`src/rtl/evt_irq_pkg.sv`:
```
package evt_irq_pkg;
  localparam int SRC_N   = 5;
  localparam int DATA_W  = 8;
  localparam int SRC_TMA = 0;
  localparam int SRC_TMB = 1;
  localparam int SRC_ALM = 2;
  localparam int SRC_SER = 3;
  localparam int SRC_PIN = 4;
  localparam int CTL_BIT = DATA_W - 1;
  typedef logic [SRC_N-1:0] src_vec_t;
endpackage

```
`src/rtl/evt_irq_fall_det.sv`:
```
module evt_irq_fall_det #(
  parameter int STAGES = 2
) (
  input  logic clk,
  input  logic rst_n,
  input  logic pin_i,
  output logic fall_o
);
  localparam int CHAIN_W = STAGES + 1;

  logic [CHAIN_W-1:0] chain_q;
  logic [CHAIN_W-1:0] chain_d;

  // Shift the pin in at position 0. The last position holds the previous synchronised value.
  always_comb begin
    chain_d = {chain_q[CHAIN_W-2:0], pin_i};
  end

  always_ff @(posedge clk or negedge rst_n) begin
    if (!rst_n) chain_q <= '1;
    else        chain_q <= chain_d;
  end

  assign fall_o = chain_q[CHAIN_W-1] & ~chain_q[CHAIN_W-2];

  // edge detection gives a single-cycle pulse per transition
  assert_single_pulse_R3: assert property (@(posedge clk) disable iff (!rst_n)
    fall_o |=> !fall_o);
endmodule

```
`src/rtl/evt_irq_mask.sv`:
```
module evt_irq_mask
  import evt_irq_pkg::*;
(
  input  logic     clk,
  input  logic     rst_n,
  input  logic     wr_i,
  input  logic     set_i,
  input  src_vec_t sel_i,
  output src_vec_t mask_o
);
  src_vec_t mask_q;
  src_vec_t mask_d;

  for (genvar i = 0; i < SRC_N; i++) begin : g_bit
    always_comb begin
      if (wr_i && sel_i[i]) mask_d[i] = set_i;
      else                  mask_d[i] = mask_q[i];
    end
  end

  always_ff @(posedge clk or negedge rst_n) begin
    if (!rst_n) mask_q <= '0;
    else        mask_q <= mask_d;
  end

  assign mask_o = mask_q;

  assert_set_sel_R4: assert property (@(posedge clk) disable iff (!rst_n)
    (wr_i && set_i) |=> ((mask_q & $past(sel_i)) == $past(sel_i)));
  assert_clr_sel_R5: assert property (@(posedge clk) disable iff (!rst_n)
    (wr_i && !set_i) |=> ((mask_q & $past(sel_i)) == '0));
  assert_hold_mask_R10: assert property (@(posedge clk) disable iff (!rst_n)
    !wr_i |=> $stable(mask_q));
endmodule

```
`src/rtl/evt_irq_status.sv`:
```
module evt_irq_status
  import evt_irq_pkg::*;
(
  input  logic     clk,
  input  logic     rst_n,
  input  src_vec_t evt_i,
  input  logic     clr_i,
  output src_vec_t status_o
);
  src_vec_t stat_q;
  src_vec_t stat_d;

  // A clear applies first, and events of the same cycle are ORed in after it.
  always_comb begin
    stat_d = (clr_i ? '0 : stat_q) | evt_i;
  end

  always_ff @(posedge clk or negedge rst_n) begin
    if (!rst_n) stat_q <= '0;
    else        stat_q <= stat_d;
  end

  assign status_o = stat_q;

  assert_evt_kept_R8: assert property (@(posedge clk) disable iff (!rst_n)
    (|evt_i) |=> ((stat_q & $past(evt_i)) == $past(evt_i)));
  assert_sticky_R2: assert property (@(posedge clk) disable iff (!rst_n)
    !clr_i |=> ((stat_q & $past(stat_q)) == $past(stat_q)));
  assert_read_clears_R7: assert property (@(posedge clk) disable iff (!rst_n)
    (clr_i && !(|evt_i)) |=> (stat_q == '0));
endmodule

```
`src/rtl/evt_irq_ctrl.sv`:
```
module evt_irq_ctrl
  import evt_irq_pkg::*;
#(
  parameter int SYNC_STAGES = 2
) (
  input  logic              clk,
  input  logic              rst_n,
  input  logic              tmr_a_evt_i,
  input  logic              tmr_b_evt_i,
  input  logic              alarm_evt_i,
  input  logic              serial_evt_i,
  input  logic              ext_flag_n_i,
  input  logic              wr_en_i,
  input  logic [DATA_W-1:0] wr_data_i,
  input  logic              rd_en_i,
  output logic [DATA_W-1:0] rd_data_o,
  output logic              irq_n_o
);
  localparam int PAD_W = DATA_W - 1 - SRC_N;

  logic     pin_fall;
  src_vec_t evt_vec;
  src_vec_t status;
  src_vec_t mask;
  logic     pending;

  evt_irq_fall_det #(.STAGES(SYNC_STAGES)) u_fall (
    .clk    (clk),
    .rst_n  (rst_n),
    .pin_i  (ext_flag_n_i),
    .fall_o (pin_fall)
  );

  always_comb begin
    evt_vec          = '0;
    evt_vec[SRC_TMA] = tmr_a_evt_i;
    evt_vec[SRC_TMB] = tmr_b_evt_i;
    evt_vec[SRC_ALM] = alarm_evt_i;
    evt_vec[SRC_SER] = serial_evt_i;
    evt_vec[SRC_PIN] = pin_fall;
  end

  evt_irq_status u_status (
    .clk      (clk),
    .rst_n    (rst_n),
    .evt_i    (evt_vec),
    .clr_i    (rd_en_i),
    .status_o (status)
  );

  evt_irq_mask u_mask (
    .clk    (clk),
    .rst_n  (rst_n),
    .wr_i   (wr_en_i),
    .set_i  (wr_data_i[CTL_BIT]),
    .sel_i  (wr_data_i[SRC_N-1:0]),
    .mask_o (mask)
  );

  assign pending   = |(status & mask);
  assign rd_data_o = {pending, {PAD_W{1'b0}}, status};
  assign irq_n_o   = ~pending;

  // a write with no same-cycle event or read leaves the flags unchanged
  assert_write_keeps_flags_R10: assert property (@(posedge clk) disable iff (!rst_n)
    (wr_en_i && !rd_en_i && !(|evt_vec)) |=> $stable(status));
  // if no flag is pending, enabling mask bits cannot raise the request
  assert_no_flag_no_irq_R9: assert property (@(posedge clk) disable iff (!rst_n)
    (status == '0 && !(|evt_vec)) |=> irq_n_o);
endmodule

```
`config.mk`:
```
export PLATFORM = sky130hd
export DESIGN_NAME = evt_irq_ctrl
export DESIGN_NICKNAME = d
export VERILOG_FILES = /design/src/rtl/evt_irq_pkg.sv /design/src/rtl/evt_irq_fall_det.sv /design/src/rtl/evt_irq_mask.sv /design/src/rtl/evt_irq_status.sv /design/src/rtl/evt_irq_ctrl.sv
export SDC_FILE = /design/constraint.sdc
export NUM_CORES = 1
export LEC_CHECK = 0
export BUFFER_PORTS_ARGS = -buffer_cell sky130_fd_sc_hd__buf_2
export CELL_PAD_IN_SITES_DETAIL_PLACEMENT = 0
export CELL_PAD_IN_SITES_GLOBAL_PLACEMENT = 1
export CORE_AREA = 2 2 44 46
export DETAILED_ROUTE_END_ITERATION = 10
export DIE_AREA = 0 0 46 48
export GPL_ROUTABILITY_DRIVEN = 0
export PLACE_DENSITY = 0.73
export SETUP_SLACK_MARGIN = 0.4
export SLEW_MARGIN = 20
export SYNTH_ARGS = -nofsm -noshare
export SYNTH_HDL_FRONTEND = slang
export SYNTH_HIERARCHICAL = 1
export SYNTH_SLANG_ARGS = --single-unit
```
`constraint.sdc`:
```
create_clock -name clk -period 1.1 [get_ports clk]
set_input_delay 0.055 -clock clk [delete_from_list [all_inputs] [get_ports clk]]
set_output_delay 0.055 -clock clk [all_outputs]
set_load 0.05 [all_outputs]
```
; ---- Word-level counts from Yosys, hierarchy flattened
; Index checks and enable logic that the tools add are counted.
[totals]
output_inout_bits = 9
ram_bits = 0
mem_count = 0
word_cells = 19
rom_bits = 0
latchBits = 0
input_bits = 17
reg_bits = 13
[op_classes]
div_mod_pow = 0
n_mux = 1
shifts = 0
magnitude_cmp = 0
n_addsub = 0
eq_ne = 0
bitwise = 5
multipliers = 0
n_reduce_logical = 6
[ops]
columns = op, count
row1 = $and A5 B5 Y5, 1
row2 = $logic_and A1 B1 Y1, 5
row3 = $mux W5, 1
row4 = $or A5 B5 Y5, 1
row5 = $reduce_or A5 Y1, 1
row6 = $not A1 Y1, 2
row7 = $and A1 B1 Y1, 1

; ---- Longest topological paths before layout
; Gate-level depths: netlist of run 1.
[depth]
word_depth = 3
depth_mapped = 3
depth_no_buf = 2

; ---- Modules after synthesis
; The synthesis of run 1 kept the hierarchy.
[modules_own_cells]
columns = mod, cells_per_inst, area_per_inst_um2, n_inst
row1 = evt_irq_mask, 15, 200.2, 1
row2 = evt_irq_status, 11, 166.4, 1
row3 = evt_irq_fall_det, 4, 92.6, 1
row4 = evt_irq_ctrl, 8, 53.8, 1

; ---- Worst setup path after synthesis of run 1
; No wires, ideal clock.
[synth_path]
path_kind = reg-to-output
from = reg u_status.stat_q[0], in the netlist u_status/status_o[0]
to = out irq_n_o
path_stages_with_launch = 3
required_time_ns = 1.045
n_path_buf = 0
setup_slack_ns = -0.405
arrival_time_ns = 1.450
path_cell_list = dfrtp_1 a222oi_1 and2_1
[synth_via]
elab_chain_len = 3
[synth_rtl]
columns = element, line_no
row1 = start: declaration, evt_irq_status.sv:10  ; src_vec_t stat_q;
row2 = start signal: assignment, evt_irq_status.sv:20  ; else stat_q <= stat_d;
row3 = $and A5 B5 Y5, evt_irq_ctrl.sv:60  ; assign pending = |(status & mask);
row4 = $reduce_or A5 Y1, evt_irq_ctrl.sv:60
row5 = $not A1 Y1, evt_irq_ctrl.sv:62  ; assign irq_n_o = ~pending;
row6 = end: declaration, evt_irq_ctrl.sv:17  ; output logic irq_n_o
; No other way between the ends.

; ---- Worst setup path after layout of run 1
; Ends and elaborated chain as after synthesis.

==> results of run 1 <==
[per-layer routing]
layer  GRT usage  share of wire  vias up
li1            -              -      201
met1      0.1142           0.39      196
met2      0.1944           0.54       13
met3     0.01887          0.049        2
met4      0.1029          0.018        0
met5           0              0        -
[repair_timing]
item                       4_1_cts  5_1_grt
hold buffers                     6        0
setup buffers                    1        2
setup endpoints to repair       16       16
gates cloned                     0        0
hold endpoints to repair        18        0
gates resized for setup         23        6
pin swaps                        4        3
[sequential cells by signal, summed over array words and instances, names as in the netlist]
register and cells:
u_status/status_o 5, u_mask/mask_o 5, u_fall/chain_q 3
[worst max-delay path by stage]
stage / start / end / slack, ns / cells past startpoint
floorplan: u_status/status_o[0] / irq_n_o / -0.13 / 2
global placement: u_status/status_o[2] / irq_n_o / -0.13 / 3
detailed placement: u_status/status_o[0] / irq_n_o / -0.15 / 3
CTS: u_status/status_o[0] / irq_n_o / -0.39 / 3
global route: u_status/status_o[0] / irq_n_o / -0.43 / 3
finish: u_status/status_o[0] / irq_n_o / -0.36 / 3
[cell families (layout without fill, tap and decap cells)]
logic type      Yosys count  count (layout)  share of synthesized area
other cells               1               2                   0.007310
buf+inv                   4              42                    0.05121
compound gates            7               7                     0.1073
simple gates              8               8                    0.08293
mux                       5               5                     0.1097
flops                    13              13                     0.6415
[power groups by stage]
| stage | Sequential (mW) | Combinational, mW | Clock, mW |
|---|---|---|---|
| global route | 0.567 | 0.434 | 0.318 |
| floorplan | 0.609 | 0.164 | 0 |
| global placement | 0.564 | 0.301 | 0 |
| detailed placement | 0.565 | 0.304 | 0 |
| finish | 0.562 | 0.407 | 0.287 |
| CTS | 0.558 | 0.383 | 0.301 |
[synth_stat cells]
cell       n
dfrtp_1   10
nand2_1    6
a21o_1     5
mux2_1     5
buf_4      3
dfstp_2    3
a222oi_1   1
a22oi_1    1
and2_1     1
conb_1     1
inv_2      1
nor2b_4    1
[final cells by class]
| cell class | count | area [µm²] | share of cell area |
|---|---|---|---|
| inverter | 1 | 3.754 | 0.004121 |
| clock inverter | 1 | 5.005 | 0.005495 |
| clock buffer | 3 | 22.52 | 0.02473 |
| tap | 17 | 21.27 | 0.02335 |
| sequential | 13 | 335.3 | 0.3681 |
| timing repair buffer | 37 | 340.3 | 0.3736 |
| multi-input combinational | 22 | 182.7 | 0.2005 |
[critical path, stage by stage, from the launching register on]
cell and delay [ns]:
dfrtp_2 0.40, a222oi_1 0.38, and2_4 0.21, buf_8 0.14
==> flow_summary_export.csv, run 1 <==
group,metric,value,unit
clock_tree,clock_latency,0.27,ns
floorplan,dieHeight,48,µm
placement,io_buffers,21,
power,internal_power,0.8868,mW
global_routing,track_usage,0.1119,
floorplan,start_util,0.3037,
power,power_frac_comb,0.324,
global_routing,grt_pass1_vias,425,
global_routing,grt_pass1_wl,1649,µm
synth,synth.distinct_cells,12,
route,drtIter0Drc,3,
route,vias_per_cell,4.383,
route,drt-total-wl,1074,µm
synth,synthCells,38,
global_routing,grt-ovfl-total,0,
status,violations,"setup timing",
worst_setup_path,critPathLaunchType,"flip-flop",
clock_tree,cts_buffers,3,
synth,synth.top_cell.area_share,0.4878,
floorplan,row_count,15,
floorplan,die_w,46,µm
timing,min_period,1.460,ns
placement,dp_hpwl,746.9,µm
placement,post-place-cells,81,
clock_tree,clockBufferDepth,2,
power,p_switching,0.3694,mW
power,power-per-cell-area,1379,nW/µm²
timing,setup_viol,3,
route,drt-wirelength-per-cell,11.43,µm
synth,ys_seq_area_frac,0.6415,
worst_setup_path,required,1.04,ns
power,power_switching_share,0.2940,
route,drc_errors,0,
floorplan,core,1689,µm²
layout,fin_cells,94,
worst_setup_path,critical_path_arrival,1.41,ns
clock_tree,tritoncts,"yes",
route,vias,412,
worst_setup_path,r2r-start,"u_status/status_o[0]",
power,p_seq_frac,0.447,
timing,final-hold-violation-count,0,
power,peakVddDrop,478.4,µV
layout,area_growth,77.56,%
synth,ys_seq_elements,13,
global_routing,grt_max_degree,14,
worst_hold_path,hold_path_class,"input pin to flip-flop",
timing,whs,0.08150,ns
synth,yosysWarnings,6,
timing,setup_slack,-0.3604,ns
layout,final_common_cell,"buf_2",
route,firstDrtPassIters,4,
clock_tree,cts_sinks,13,
worst_setup_path,cp_max_fo,2,
timing,final.setup.tns,-0.6760,ns
layout,drive_gt1_frac,0.6623,
route,ant_nets,0,
worst_setup_path,reg2reg_slack,0.20,ns
run,drv_cap,0,
timing,rsz0062_at_grt,"true",
worst_setup_path,cp-end-kind,"output pin",
timing,finalCritPeriodShare,1.328,
clock_tree,htreeDepth,1,
synth,synth_top_area_cell,"dfrtp_1",
timing,finalClockSkew,0.0002851,ns
worst_hold_path,holdPathEnd,"u_mask/mask_o[2]",
timing,clock.fmax,684.7,MHz
worst_setup_path,ff2ff_path_depth,3,
synth,synth_area,513.0,µm²
status,status,"finished with violations",
power,p_leak,0.4628,nW
placement,post-place-ws,-0.1499,ns
power,clkPwrFrac,0.229,
placement,placed_area,700.7,µm²
layout,nets,95,
layout,fill_cells,147,
layout,final_util,0.5393,
timing,drv_slew,0,
layout,diodes,0,
global_routing,antenna_found_initial,0,
layout,final_cell_mix,"buf_2 (14), buf_6 (10), nand2_1 (6), dlygate4sd3_1 (6), buf_8 (6)",
clock_tree,cts.reportedPaths.clkPinSlew,0.08,ns
floorplan,io_pins,26,
worst_setup_path,critPathKind,"flip-flop to output pin",
synth,synth_area_leaders,"dfrtp_1 (49%), dfstp_2 (15%), mux2_1 (11%)",
synth,avgSynthCellArea,13.50,µm²
layout,final_area,910.9,µm²
worst_setup_path,r2r-end,"u_status/status_o[0]",
worst_hold_path,min_from,"wr_data_i[7]",
floorplan,dieArea,2208,µm²
clock_tree,root_buffer,"clkbuf_4",
worst_hold_path,whs_path_depth,2,
power,power,1.256,mW
No activity file was read; power rests on OpenSTA's default activity.
==> inputs of run 2 (changes only) <==
- CTS_BUF_LIST: not set -> sky130_fd_sc_hd__clkbuf_16
==> run 2 against run 1 <==
  * Flip-flop and latch count did not move
  * Maximum frequency rose by 2.8%
  * The flow finishes with violations (hold timing, setup timing)
  * Utilization rose by 0.074 points
  * Critical path type unchanged
  * Register-to-register slack barely moved
  * Critical endpoint unchanged
==> flow_summary_export.csv, run 2 (synthesis gave the netlist of run 1 again) <==
group,metric,value,unit
layout,final_common_cell,"buf_2",
timing,setup_slack,-0.3200,ns
clock_tree,clockBufferDepth,2,
run,drv_cap,0,
floorplan,row_count,15,
clock_tree,cts.reportedPaths.clkPinSlew,0.04,ns
global_routing,antenna_found_initial,0,
global_routing,grt_pass1_wl,1566,µm
global_routing,grt_pass1_vias,389,
placement,placed_area,700.7,µm²
timing,finalClockSkew,0.0004894,ns
route,drt-total-wl,1043,µm
route,firstDrtPassIters,4,
power,p_leak,0.4632,nW
layout,diodes,0,
global_routing,grt-ovfl-total,0,
floorplan,die_w,46,µm
layout,final_area,912.1,µm²
status,status,"finished with violations",
status,violations,"hold timing, setup timing",
layout,drive_gt1_frac,0.6944,
worst_setup_path,path_cells,"a222oi_1 > and2_4 > buf_8",
timing,final-hold-violation-count,3,
power,peakVddDrop,700.2,µV
clock_tree,cts_sinks,13,
placement,dp_hpwl,746.9,µm
layout,final_cell_mix,"buf_2 (14), buf_6 (9), nand2_1 (6), buf_8 (6)",
worst_setup_path,critPathKind,"flip-flop to output pin",
timing,rsz0062_at_grt,"true",
worst_hold_path,hold_path_class,"input pin to flip-flop",
timing,finalCritPeriodShare,1.291,
clock_tree,tritoncts,"yes",
global_routing,track_usage,0.1056,
layout,final_util,0.5400,
route,ant_nets,0,
floorplan,dieHeight,48,µm
clock_tree,cts_buffers,3,
timing,drv_slew,0,
worst_setup_path,max_stage_delay,0.39,ns
timing,min_period,1.420,ns
layout,area_growth,77.80,%
route,drtIter0Drc,2,
worst_setup_path,r2r-end,"u_status/status_o[0]",
worst_setup_path,cpLargestDelayFamily,"flip-flops",
worst_setup_path,cp_slowest_cell,"dfrtp_2",
worst_setup_path,ff2ff_path_depth,3,
route,vias,394,
clock_tree,root_buffer,"clkbuf_16",
worst_setup_path,critical_path_arrival,1.37,ns
floorplan,start_util,0.3037,
route,vias_per_cell,4.427,
route,drt-wirelength-per-cell,11.72,µm
worst_setup_path,reg2reg_slack,0.21,ns
worst_setup_path,cp_num_cells,3,
clock_tree,clock_latency,0.24,ns
layout,nets,90,
floorplan,dieArea,2208,µm²
worst_setup_path,critPathLaunch,"u_status/status_o[0]",
floorplan,core,1689,µm²
global_routing,grt_max_degree,14,
worst_setup_path,cp_max_fo,2,
worst_setup_path,critPathLaunchType,"flip-flop",
timing,setup_viol,2,
worst_setup_path,critPathCapture,"irq_n_o",
timing,whs,-0.005553,ns
worst_setup_path,cp-end-kind,"output pin",
timing,clock.fmax,704.2,MHz
route,drc_errors,0,
floorplan,io_pins,26,
worst_setup_path,required,1.04,ns
power,power-per-cell-area,1784,nW/µm²
placement,io_buffers,21,
worst_setup_path,r2r-start,"u_status/status_o[0]",
clock_tree,htreeDepth,1,
worst_setup_path,path_buf_inv,1,
## run 2: repair_timing
action                                 CTS  global route
setup endpoints to repair               16            16
buffers inserted                         1             1
pin swaps                                4             3
gates cloned                             0             0
gates resized for setup                 23             5
endpoints found under the hold margin   17             0
hold buffers                             2             0
## run 2: metal layers
metal	vias to the layer above	share of wire	GRT usage
met1	186	0.39	0.1096
met2	13	0.54	0.1861
li1	193	-	-
met4	0	0.026	0.06857
met3	2	0.049	0.03019
met5	-	0	0
## run 2: worst min path at each step
stage / startpoint / endpoint / slack, ns / cells past startpoint
6_report: serial_evt_i / u_status/status_o[3] / -0.006 / 2
5_1_grt: serial_evt_i / u_status/status_o[3] / 0.0001 / 2
3_5_place_dp: rst_n / u_mask/mask_o[0] / -0.05 / 1
2_1_floorplan: rst_n / u_mask/mask_o[0] / -0.24 / 0
3_3_place_gp: rst_n / u_mask/mask_o[0] / -0.05 / 1
4_1_cts: serial_evt_i / u_status/status_o[3] / -0.008 / 2
## run 2: through the flow
stage	std cells	worst slack [ns]	power [mW]	TNS (ns)
after floorplan	39	-0.1331	0.7732	-0.2422
after global placement	81	-0.1276	0.8653	-0.1276
after detailed placement	81	-0.1499	0.8697	-0.1666
after CTS	88	-0.3374	1.629	-0.6069
after global routing	89	-0.3795	1.696	-0.6982
final	89	-0.3200	1.627	-0.5814
## run 2: area by class of cell
cell class	count	area (µm²)
Clock buffer	3	75.07
Clock inverter	1	5.005
Fill cell	142	777.0
Inverter	1	3.754
Multi-Input combinational cell	22	182.7
Sequential cell	13	335.3
Tap cell	17	21.27
Timing Repair Buffer	32	289.0
## run 2: where the power goes
part           leakage, nW  internal [mW]  switching [mW]  total (mW)
combinational        0.281          0.208           0.182       0.390
clock               0.0409          0.482           0.191       0.673
sequential           0.141          0.533          0.0306       0.564
total                0.463           1.22           0.404        1.63
==> inputs of run 3 (changes only) <==
==> constraint.sdc (replaced) <==
create_clock -name clk -period 1.6 [get_ports clk]
set_input_delay 0.32 -clock clk [delete_from_list [all_inputs] [get_ports clk]]
set_output_delay 0.32 -clock clk [all_outputs]
set_load 0.05 [all_outputs]
==> run 3 against run 2 <==
  * The flow finishes with violations (setup timing)
  * Wire length down 13%
  * Clock power down 33%
  * Die area unchanged
  * Clock skew about the same
  * Global-route usage up 0.17 points
  * Critical endpoint unchanged
==> flow_summary_export.csv, run 3 (synthesis gave the netlist of run 1 again) <==
group,metric,value,unit
clock_tree,root_buffer,"clkbuf_16",
clock_tree,clock_latency,0.24,ns
placement,io_buffers,21,
worst_setup_path,critPathKind,"flip-flop to output pin",
route,drt-total-wl,908,µm
worst_setup_path,path_cells,"a222oi_1 > and2_4 > buf_8",
worst_setup_path,required,1.28,ns
global_routing,track_usage,0.1073,
route,ant_nets,0,
route,drt-wirelength-per-cell,11.07,µm
status,violations,"setup timing",
floorplan,io_pins,26,
timing,clock.fmax,594.4,MHz
floorplan,dieHeight,48,µm
route,vias_per_cell,4.439,
worst_setup_path,cp_max_fo,3,
worst_setup_path,max_stage_delay,0.41,ns
global_routing,grt-ovfl-total,0,
timing,min_period,1.682,ns
route,vias,364,
floorplan,core,1689,µm²
clock_tree,cts.reportedPaths.clkPinSlew,0.04,ns
route,drtIter0Drc,2,
clock_tree,cts_buffers,3,
timing,rsz0062_at_grt,"true",
worst_setup_path,critPathLaunchType,"flip-flop",
floorplan,row_count,15,
layout,drive_gt1_frac,0.5538,
route,drc_errors,0,
clock_tree,clockBufferDepth,2,
power,power,1.031,mW
power,power-per-cell-area,1325,nW/µm²
timing,setup_viol,2,
timing,finalClockSkew,0.0007730,ns
floorplan,die_w,46,µm
clock_tree,htreeDepth,1,
layout,final_cell_mix,"buf_2 (14), dfrtp_1 (7), nand2_1 (6), mux2_1 (5), a21o_1 (5)",
worst_setup_path,cpLargestDelayFamily,"flip-flops",
route,firstDrtPassIters,4,
placement,post-place-ws,0.06381,ns
worst_setup_path,critical_path_arrival,1.36,ns
power,peakVddDrop,853.6,µV
worst_setup_path,cp_slowest_cell,"dfrtp_2",
timing,drv_slew,0,
global_routing,grt_max_degree,14,
layout,final_common_cell,"buf_2",
global_routing,grt_pass1_wl,1573,µm
power,p_leak,0.3888,nW
timing,setup_slack,-0.08242,ns
worst_setup_path,path_buf_inv,1,
layout,final_util,0.4607,
run,drv_cap,0,
layout,nets,83,
floorplan,start_util,0.3037,
worst_hold_path,hold_path_class,"input pin to flip-flop",
clock_tree,tritoncts,"yes",
status,status,"finished with violations",
timing,final-hold-violation-count,0,
layout,area_growth,51.71,%
floorplan,dieArea,2208,µm²
worst_setup_path,cp-end-kind,"output pin",
clock_tree,cts_sinks,13,
global_routing,antenna_found_initial,0,
timing,finalCritPeriodShare,1.052,
layout,diodes,0,
global_routing,grt_pass1_vias,360,
==> run 3: path summary, 6_finish.rpt <==
check / from / end / slack, ns / cells after the start
max in group asynchronous: rst_n / u_fall/chain_q[2] / 0.83 / 2
worst min-delay path: ext_flag_n_i / u_fall/chain_q[0] / 0.18 / 1
worst max-delay path: u_status/status_o[2] / irq_n_o / -0.08 / 3
min in group asynchronous: rst_n / u_mask/mask_o[4] / 0.49 / 2
worst max register to register: u_status/status_o[0] / u_status/status_o[0] / 0.70 / 3
worst min register to register: u_fall/chain_q[0] / u_fall/chain_q[1] / 0.35 / 0
==> run 3: stage by stage <==
stage / TNS [ns] / instance area [µm²] / hold WS, ns / instances
final: -0.1004 / 778.2 / 0.1823 / 82
after global routing: -0.2338 / 778.2 / 0.1724 / 82
after CTS: -0.1374 / 749.5 / 0.1769 / 80
after detailed placement: 0 / 626.9 / 0.2175 / 74
after global placement: 0 / 626.9 / 0.2165 / 74
after floorplan: 0 / 526.8 / 0.02441 / 39
==> run 3: power by group <==
part	leakage (nW)	internal, mW	switching, mW
registers	0.143	0.366	0.0182
logic	0.204	0.0828	0.114
clock network	0.0423	0.328	0.122
total	0.389	0.777	0.254
==> run 3: timing repair <==
item / 4_1_cts / 5_1_grt
hold endpoints to repair: 10 / 0
pin swaps: 3 / 3
hold buffers: 1 / 0
gates resized for setup: 8 / 6
setup endpoints to repair: 2 / 7
buffers inserted: 1 / 2
==> run 3: metal layers <==
| layer | track usage | share of wire |
|---|---|---|
| met3 | 0.05660 | 0.093 |
| met4 | 0.05143 | 0 |
| met1 | 0.1335 | 0.44 |
| met2 | 0.1528 | 0.47 |
| met5 | 0 | 0 |
==> run 3: final cells by class <==
class	count	area, µm²
fill	169	910.9
sequential	13	332.8
timing repair buffer	25	177.7
multi-input combinational	22	163.9
clock buffer	3	75.07
tap	17	21.27
clock inverter	1	3.754
inverter	1	3.754
